[src/rtl/tmr_cmp_pkg.sv]
package tmr_cmp_pkg;

    typedef enum logic [2:0] {
        OM_HOLD     = 3'd0,
        OM_CLR      = 3'd1,
        OM_SET      = 3'd2,
        OM_TGL      = 3'd3,
        OM_FORCE_LO = 3'd4,
        OM_FORCE_HI = 3'd5,
        OM_PWM_A    = 3'd6,
        OM_PWM_B    = 3'd7
    } om_e;

    typedef enum logic {
        DET_ARMED = 1'b0,
        DET_HELD  = 1'b1
    } det_state_e;

    typedef enum logic {
        REF_INACTIVE = 1'b0,
        REF_ACTIVE   = 1'b1
    } ref_state_e;

    localparam int MODE_W = 3;

endpackage

[src/rtl/tmr_match_det.sv]
module tmr_match_det
    import tmr_cmp_pkg::*;
#(
    parameter int CW = 16
) (
    input  logic          clk,
    input  logic          rst_n,
    input  logic [CW-1:0] cnt,
    input  logic [CW-1:0] cmp,
    output logic          hit,
    output logic          below,
    output logic          evt
);

    det_state_e st_q;
    det_state_e st_d;
    logic       eq;

    assign eq    = (cnt == cmp);
    assign below = (cnt < cmp);

    // state register
    always_ff @(posedge clk or negedge rst_n) begin
        if (!rst_n) begin
            st_q <= DET_ARMED;
        end else begin
            st_q <= st_d;
        end
    end

    // next state and hit output
    always_comb begin
        st_d = st_q;
        hit  = 1'b0;
        unique case (st_q)
            DET_ARMED: begin
                if (eq) begin
                    hit  = 1'b1;
                    st_d = DET_HELD;
                end
            end
            DET_HELD: begin
                if (!eq) begin
                    st_d = DET_ARMED;
                end
            end
            default: st_d = DET_ARMED;
        endcase
    end

    // one-cycle event pulse, aligned with the reference update
    always_ff @(posedge clk or negedge rst_n) begin
        if (!rst_n) begin
            evt <= 1'b0;
        end else begin
            evt <= hit;
        end
    end

endmodule

[src/rtl/tmr_ref_fsm.sv]
module tmr_ref_fsm
    import tmr_cmp_pkg::*;
(
    input  logic clk,
    input  logic rst_n,
    input  om_e  mode,
    input  logic hit,
    input  logic below,
    output logic ref_lvl
);

    ref_state_e st_q;
    ref_state_e st_d;

    // state register
    always_ff @(posedge clk or negedge rst_n) begin
        if (!rst_n) begin
            st_q <= REF_INACTIVE;
        end else begin
            st_q <= st_d;
        end
    end

    // transitions chosen by mode
    always_comb begin
        st_d = st_q;
        unique case (mode)
            OM_HOLD: begin
                st_d = st_q;
            end
            OM_CLR: begin
                if (hit) st_d = REF_INACTIVE;
            end
            OM_SET: begin
                if (hit) st_d = REF_ACTIVE;
            end
            OM_TGL: begin
                if (hit) begin
                    st_d = (st_q == REF_ACTIVE) ? REF_INACTIVE : REF_ACTIVE;
                end
            end
            OM_FORCE_LO: st_d = REF_INACTIVE;
            OM_FORCE_HI: st_d = REF_ACTIVE;
            OM_PWM_A:    st_d = below ? REF_ACTIVE : REF_INACTIVE;
            OM_PWM_B:    st_d = below ? REF_INACTIVE : REF_ACTIVE;
            default:     st_d = st_q;
        endcase
    end

    // output process
    always_comb begin
        ref_lvl = (st_q == REF_ACTIVE);
    end

endmodule

[src/rtl/tmr_pin_gate.sv]
module tmr_pin_gate (
    input  logic ref_lvl,
    input  logic pol,
    input  logic en,
    output logic pin
);

    always_comb begin
        pin = en ? (ref_lvl ^ pol) : 1'b0;
    end

endmodule

[src/rtl/tmr_cmp_out_stage.sv]
module tmr_cmp_out_stage
    import tmr_cmp_pkg::*;
#(
    parameter int NCH = 4,
    parameter int CW  = 16
) (
    input  logic               clk,
    input  logic               rst_n,
    input  logic [CW-1:0]      cnt_val,
    input  logic [NCH*CW-1:0]  cmp_val,
    input  logic [NCH*3-1:0]   mode_sel,
    input  logic [NCH-1:0]     pol_inv,
    input  logic [NCH-1:0]     ch_en,
    output logic [NCH-1:0]     ch_out,
    output logic [NCH-1:0]     match_evt
);

    localparam int MW = MODE_W;

    logic [NCH-1:0] hit;
    logic [NCH-1:0] below;
    logic [NCH-1:0] ref_lvl;

    for (genvar i = 0; i < NCH; i++) begin : g_ch
        tmr_match_det #(
            .CW (CW)
        ) u_det (
            .clk   (clk),
            .rst_n (rst_n),
            .cnt   (cnt_val),
            .cmp   (cmp_val[CW*i +: CW]),
            .hit   (hit[i]),
            .below (below[i]),
            .evt   (match_evt[i])
        );

        tmr_ref_fsm u_ref (
            .clk     (clk),
            .rst_n   (rst_n),
            .mode    (om_e'(mode_sel[MW*i +: MW])),
            .hit     (hit[i]),
            .below   (below[i]),
            .ref_lvl (ref_lvl[i])
        );

        tmr_pin_gate u_gate (
            .ref_lvl (ref_lvl[i]),
            .pol     (pol_inv[i]),
            .en      (ch_en[i]),
            .pin     (ch_out[i])
        );
    end

endmodule

[config.mk]
export PLATFORM = sky130hd
export DESIGN_NAME = tmr_cmp_out_stage
export DESIGN_NICKNAME = d
export VERILOG_FILES = /design/src/rtl/tmr_cmp_pkg.sv /design/src/rtl/tmr_match_det.sv /design/src/rtl/tmr_ref_fsm.sv /design/src/rtl/tmr_pin_gate.sv /design/src/rtl/tmr_cmp_out_stage.sv
export SDC_FILE = /design/constraint.sdc
export NUM_CORES = 1
export LEC_CHECK = 0
export ABC_AREA = 0
export BUFFER_PORTS_ARGS = -buffer_cell sky130_fd_sc_hd__buf_2
export CAP_MARGIN = 10
export CORE_ASPECT_RATIO = 0.7
export CORE_MARGIN = 8
export CORE_UTILIZATION = 40
export DETAILED_ROUTE_END_ITERATION = 6
export GPL_ROUTABILITY_DRIVEN = 0
export HOLD_SLACK_MARGIN = 0.06
export PLACE_DENSITY = 0.84
export SYNTH_ARGS = -nofsm -noshare
export SYNTH_HDL_FRONTEND = slang
export SYNTH_SLANG_ARGS = --single-unit
export TNS_END_PERCENT = 20
[constraint.sdc]
create_clock -name clk -period 1.1 [get_ports clk]
set_input_delay 0.22 -clock clk [delete_from_list [all_inputs] [get_ports clk]]
set_output_delay 0.22 -clock clk [all_outputs]
set_load 0.02 [all_outputs]
---- After elaboration in Yosys (flattened, before gate mapping) ----
Index checks and enable logic that the tools add are counted.
word-level totals
  flip-flop bits (word level) ............. 12
  latch bits .............................. 0
  RAM bits ................................ 0
  memory bits (read-only) ................. 0
  bits of input ports ..................... 102
  output and inout port bits .............. 8
  logic and storage cells ................. 116
  memories kept ........................... 0
operators by class
  $add $sub $neg .......................... 0
  multiply operators ...................... 0
  divide/modulo/power cells ............... 0
  $lt $le $gt $ge ......................... 4
  equal/unequal tests ..................... 44
  shift operators ......................... 0
  mux-type cells .......................... 40
  bitwise gates (word level) .............. 8
  reductions and logical operators ........ 8
operators by type and width
  cell                                                             number
  16-bit == test                                                   4
  16-bit < comparator                                              4
  3-bit == test, second input constant                             16
  1-bit two-way mux                                                36
  1-bit one-hot mux with 7 select lines                            4
  3-bit by 2-bit == test with 1-bit output, second input constant  8
  2-bit != test, second input constant                             12
  4-bit AND reduction                                              4
  3-bit by 1-bit == test with 1-bit output, second input constant  4
  3-bit zero test                                                  4
  1-bit inverter                                                   4
  1-bit XOR                                                        4

---- Logic depth before layout (Yosys ltp) ----
Gate-level depths: netlist (run 1).
  depth in word-level cells ............... 5
  mapped depth ............................ 7
  gate-level depth less buffers ........... 7

---- Hierarchy ----
From an unflattened synthesis (run 1), not the netlist that was laid out.
second synthesis, totals
  cells, all modules ...................... 272
  area, all modules ....................... 2162.1 µm²
by module, submodules not included
  module         instances  cells each  area each (µm²)  sequential area each (µm²)
  tmr_match_det  4          59          460.4            50.0
  tmr_ref_fsm    4          7           65.1             25.0
  tmr_pin_gate   4          2           15.0             0.0

---- Least setup slack after synthesis (run 1) ----
No wires, ideal clock.
  path kind ............................... input to register
  from .................................... input cmp_val[30]
  to ...................................... register g_ch[1].u_ref.st_q
  setup time .............................. 141 ps
  arrival ................................. 1781 ps
  required time ........................... 959 ps
  setup slack ............................. -822 ps
  stages on the path ...................... 7
  buffers on the path ..................... 0
  path through ............................ inv_1 ha_1 nand4_2 or4_4 o311a_1 a211oi_2 nand3_1
on the way
  word-level cells in the longest chain between the ends .. 5
  elaborated cells between the ends (all ways) .. 11
RTL lines
  what                                                         RTL line                 RTL
  from (decl)                                                  tmr_cmp_out_stage.sv:10  input logic [NCH*CW-1:0] cmp_val,
  branches (longest 5 deep; another with 16-bit < comparator)  --
  to (signal assigned)                                         tmr_ref_fsm.sv:20        st_q <= st_d;
  to (decl)                                                    tmr_ref_fsm.sv:12        ref_state_e st_q;
Parallel ways; which one is timed is not known.
A chain may end at the register's enable or synchronous reset.

---- Worst setup path in the final report (run 1) ----
  from .................................... input cnt_val[15]
  to ...................................... register g_ch[3].u_ref.st_q
on the way
  word-level cells in the longest chain between the ends .. 5
  elaborated cells between the ends (all ways) .. 11
RTL lines
  what                                                         RTL line                RTL
  from (decl)                                                  tmr_cmp_out_stage.sv:9  input logic [CW-1:0] cnt_val,
  branches (longest 5 deep; another with 16-bit < comparator)  --
  to (signal assigned)                                         tmr_ref_fsm.sv:20
  to (decl)                                                    tmr_ref_fsm.sv:12
Parallel ways; which one is timed is not known.

==> metrics, run 1 <==
R2R depth=3; Port Buf Inserts=about 110; CTS Buf Count=3; core area=0.00564 mm^2; Critical path origin=cnt_val[15]; Worst-Margin Slew=about 0.49 ns; crit path capture=g_ch[3].u_ref.ref_lvl; FF-to-FF Start=g_ch[1].u_det.st_q; HPWL after DPL=roughly 6600 um; antenna violations before repair=0; critical path data arrival time=1.92 ns; warnings from Yosys=0; setup slack after layout=-0.701 ns; initial core utilization=40.7%; Top Ports=110; Synth area leader=ha_1; initial DRC count=136; dpl ws=-0.939 ns; WS Path Type=in2reg; die area=0.00846 mm^2; type of the most critical hold path=in2reg; Chip Width=107 um; Peak Freq=0.555 GHz; Synth Register Bits=12; Hold Fails Final Rpt=0; Final ANT Viol Nets=0; skew final=0.000223 ns; Clock transition at path regs=approximately 0.050 ns; largest net degree at the start of global routing=13; first-pass GRT wire length=between 10000 and 15000 um; final setup fails=16; PwrDens=590 mW/mm^2; slowest stage delay, CP=0.47 ns; CTS root buffer=clkbuf_8; Tmin final=1.80 ns; CTS tree=yes; most numerous cell in the Yosys netlist=inv_1; drt via density=5.39; Skew-Pair Late Insertion Delay=0.24 ns; Post-synth EDFFs=0; RSZ-0062 raised after global routing=true; sequential area share after synthesis=a little over an eighth; GRT Util Overall=19.2%; number of remaining DRC errors=0; synthesized cell area=about 0.0023 mm^2; fin nets=611; TritonCTS sink count=12; R2R Path End=g_ch[1].u_ref.ref_lvl; Avg Cell Area, Syn=7.78 um^2; syn nets=461; post-synth top area share=34.9%; CP Max Fanout=4; VDD IR-drop max=0.285 mV; top cells by count, synth=66 x inv_1, 64 x ha_1, 27 x a21oi_1, 16 x nand2_1, 15 x nand4_1; routed length per placed instance=16.8 um; TritonRoute pass-1 iters=4; Die Span Y=approximately 80 um; Rel. slew slack=approximately two thirds; Final Max Slew Viols=0; Worst path slowest cell=or3_4; Distinct cells, synth=33; H-tree levels=1; Max Cap Viol=0; top cells by area, synth=ha_1 35%, dfrtp_1 13%, inv_1 11%; hold_sp=mode_sel[3]; cells after synthesis=295; Lkg Pwr=between 0.0015 and 0.002 uW; outcome=finished, violations left; via count=2790; GRT overflow=0; Critical Path RT=1.22 ns; vias in the first global route=about 3k; Layout area overhead=68.8%; critical path, cell by cell=buf_4, ha_1, nand4_1, or3_4, a21o_1, a311oi_2, nor3b_1; ys async rst share=100%; Reg2Reg Setup Slack=-0.07 ns; final cycle utilization of the critical path=164%; worst hold margin=0.295 ns; Fill cells=422; Bufs on Longest Clock Path=2; ys flop type=dfrtp_1; crit end category=register; failing checks=setup timing; Core Rows=23; share of layout cells above drive strength 1=between 40% and 50%; CP startpoint kind=input pin; Antenna diodes=0; WL final=8680 um
-- report_power, final --
part / leakage, uW / switching [uW] / internal, uW
Sequential: 0.000157 / 25.1 / 467
Clock: 0.0000216 / 166 / 242
Combinational: 0.00182 / 667 / 719
-- critical path, delay by kind of cell --
kind,cells,cell delay (ns)
compound gates,2,0.41
fa+ha+maj,1,0.33
buf+inv,1,0.15
simple gates,3,0.80
-- worst min path at each step --
stage	cells past startpoint	endpoint	slack, ns
final	3	g_ch[1].u_ref.ref_lvl	0.30
after global routing	3	g_ch[0].u_ref.ref_lvl	0.32
after CTS	3	g_ch[2].u_ref.ref_lvl	0.29
after floorplan	0	g_ch[0].u_det.evt	-0.08
after global placement	1	g_ch[0].u_det.evt	0.12
after detailed placement	1	g_ch[3].u_det.evt	0.12
-- per-stage QoR --
step / total power, uW / TNS, ns / area, um^2 / std cells / utilization (%)
finish: 2290 / -4.97 / 3870 / 518 / 68.7
global route: 2450 / -5.64 / 3870 / 518 / 68.7
CTS: 2170 / -4.67 / 3760 / 517 / 66.6
detailed placement: 1610 / -7.96 / 3310 / 506 / 58.7
global placement: 1560 / -7.56 / 3310 / 506 / 58.7
floorplan: 1100 / -3.62 / 2470 / 295 / -
-- logic make-up (layout without fill, tap and decap cells) --
logic type | Yosys count | after routing | synth area share (%)
xor gates and xnor gates | 4 | 4 | 1.53
and+or+nand+nor | 85 | 85 | 21.1
DFF | 12 | 12 | 13.1
adders and majority gates | 64 | 64 | 34.9
buffers and inverters | 74 | 222 | 13.4
AOI/OAI and AO/OA | 56 | 56 | 16.0
-- routing by layer --
layer	vias to the layer above	part of all wire (%)	GRT usage [%]	routed length, um
met1	1297	41	22.5	3560
met5	-	0	0	0
li1	1345	-	-	-
met3	21	8.2	4.44	709
met4	0	2.5	5.87	213
met2	127	48	34.3	4200
-- flip-flops by register name, indices dropped and copies added (netlist names) --
name and cells:
g_ch.u_det.st_q 4, g_ch.u_ref.ref_lvl 4, g_ch.u_det.evt 4
-- placed cells by master (no fill, tap or decap), drive strengths merged, types with 5 or more instances in the layout --
cell type	netlist	layout
a21oi	27	27
and2	7	7
buf	8	152
dfrtp	12	12
ha	64	64
inv	66	66
nand2	16	16
nand3	10	10
nand3b	6	6
nand4	16	16
nor2	8	8
o21ai	5	5
-- layout make-up --
type	count	area (um^2)	area share [%]
clock buffers	3	41.3	1.07
repair buffers	153	993	25.6
flip-flops and latches	12	300	7.75
inverters	66	265	6.85
well taps	75	93.8	2.42
multi-input cells	209	2180	56.3
-- what timing repair did --
item	in CTS	in global routing
buffers inserted	7	1
resized for setup	59	18
pin swaps	22	9
endpoints found under the hold margin	12	0
endpoints found under the setup margin	16	16
cloned	0	0
hold buffers	1	0
Power figures use the tool's default switching activity.
==> run 2, diff against run 1 <==
--- a/config.mk
+++ b/config.mk
@@ -10,11 +10,11 @@
 export CAP_MARGIN = 10
 export CORE_ASPECT_RATIO = 0.7
 export CORE_MARGIN = 8
-export CORE_UTILIZATION = 40
+export CORE_UTILIZATION = 30
 export DETAILED_ROUTE_END_ITERATION = 6
 export GPL_ROUTABILITY_DRIVEN = 0
 export HOLD_SLACK_MARGIN = 0.06
-export PLACE_DENSITY = 0.84
+export PLACE_DENSITY = 0.69
 export SYNTH_ARGS = -nofsm -noshare
 export SYNTH_HDL_FRONTEND = slang
 export SYNTH_SLANG_ARGS = --single-unit
==> metrics, run 2 (synthesized netlist as in run 1, its figures left out) <==
outcome=finished, violations left; failing checks=setup timing; drt via density=between 4 and 5; Chip Width=121 um; Bufs on Longest Clock Path=2; Port Buf Inserts=around 110; P_int=1480 uW; WS Path Type=in2reg; H-tree levels=1; skew final=0.00369 ns; VDD IR-drop max=0.439 mV; grt peak-use layer=met2; type of the most critical hold path=in2reg; fin nets=609; Critical Path RT=1.21 ns; Finished Layout Cells=540; Max Cap Viol=0; Skew-Pair Late Insertion Delay=0.25 ns; Worst-Margin Slew=just over 0.4 ns; CTS tree=yes; Die Span Y=89.2 um; initial core utilization=31.2%; combinational power share=a little under three fifths; Lkg Pwr=0.00199 uW; via count=2601; Rel. slew slack=73.1%; die area=0.0108 mm^2; switching pwr=between 800 and 900 uW; RSZ-0062 raised after global routing=true; CP Max Fanout=4; placed instance area=around 0.0033 mm^2; TritonCTS sink count=12; antenna violations before repair=1; design area=just under 0.004 mm^2; vias in the first global route=2720; Sw Share=35.8%; crit end category=register; M2 GR Usage=24.0%; Core Rows=26; placed cell count=529; final setup fails=14; WL final=about 8100 um; commonest cells after routing, fill and taps aside=95 x buf_2, 54 x inv_1, 35 x ha_1, 32 x buf_4, 28 x ha_4; clock share of power=between 20% and 30%; PwrDens=593 mW/mm^2; CTS root buffer=clkbuf_8; GRT Util Overall=~14%; number of remaining DRC errors=0; worst hold margin=0.293 ns; Peak Freq=0.571 GHz; final cycle utilization of the critical path=159%; initial DRC count=125; Layout area overhead=69.5%; share of layout cells above drive strength 1=48.2%; Antenna diodes=0; Final ANT Viol Nets=0; Tmin final=1.75 ns; dpl ws=-0.952 ns; Hold Fails Final Rpt=0; HPWL after DPL=between 6000 and 7000 um; Final Max Slew Viols=0; Top Ports=110; Fill cells=693; GRT overflow=0; Sequential Power Share=21.4%; core area=0.00735 mm^2; total power=2310 uW; TritonRoute pass-1 iters=4; Clock transition at path regs=0.06 ns; first-pass GRT wire length=12300 um; met1 usage=17.7%; largest net degree at the start of global routing=13; CTS Buf Count=3; routed length per placed instance=14.9 um; GR Util met3=3.79%; critical path data arrival time=1.86 ns; CP startpoint kind=input pin; setup slack after layout=-0.652 ns; most common cell after layout, fill and taps aside=buf_2
==> run 2: changes by cell type in the layout (fill, tap and decap cells not counted), sizes merged <==
cell / delta
buf: -2
clkbuf: +1
==> run 2: worst paths after layout <==
check,startpoint,end,slack (ns),cells after the start
worst max-delay path,cnt_val[5],g_ch[1].u_ref.ref_lvl,-0.65,7
worst min-delay path,mode_sel[2],g_ch[0].u_ref.ref_lvl,0.29,3
worst max register to register,g_ch[1].u_det.st_q,g_ch[1].u_ref.ref_lvl,-0.01,3
worst min register to register,g_ch[3].u_det.st_q,g_ch[3].u_det.evt,0.57,2
max in group asynchronous,rst_n,g_ch[1].u_det.evt,0.46,2
min in group asynchronous,rst_n,g_ch[3].u_ref.ref_lvl,0.40,2
==> run 2: stage by stage <==
step,util (%),TNS [ns]
finish,52.9,-4.87
global route,52.9,-5.71
CTS,48.7,-5.23
detailed placement,45.6,-8.03
global placement,45.6,-7.78
floorplan,-,-3.62
==> run 2: repair_timing <==
item                                    4_1_cts  5_1_grt
pin swaps                                    12       23
hold buffers                                  1        0
endpoints found under the setup margin       16       16
resized for setup                            20       59
endpoints found under the hold margin        12        0
setup buffers                                 1        5
==> run 2: cell type report <==
| class | instances | area, um^2 | area share (%) |
|---|---|---|---|
| multi-input cells | 209 | 2140 | 54.9 |
| clock buffers | 4 | 55.1 | 1.41 |
| flip-flops and latches | 12 | 300 | 7.72 |
| inverters | 66 | 265 | 6.82 |
| well taps | 98 | 123 | 3.15 |
| repair buffers | 151 | 1010 | 26.0 |
==> run 2: layer usage <==
layer,vias to the layer above,share of wire (%)
met5,-,0.16
met3,8,8.7
met4,2,0.99
met1,1177,43
li1,1340,-
met2,74,47
==> run 2: worst max-delay path, cell delays in order <==
cell and delay [ns]:
buf_2 0.13, ha_1 0.29, nand2_1 0.07, or4_4 0.58
o311a_1 0.32, a211oi_2 0.15, nand3_1 0.10
==> run 2: power by group through the flow <==
stage	sequential (uW)	combinational [uW]	clock [uW]
2_1_floorplan	497	604	0
3_3_place_gp	501	1070	0
3_5_place_dp	502	1110	0
4_1_cts	494	1180	514
5_1_grt	498	1480	530
6_report	494	1320	494
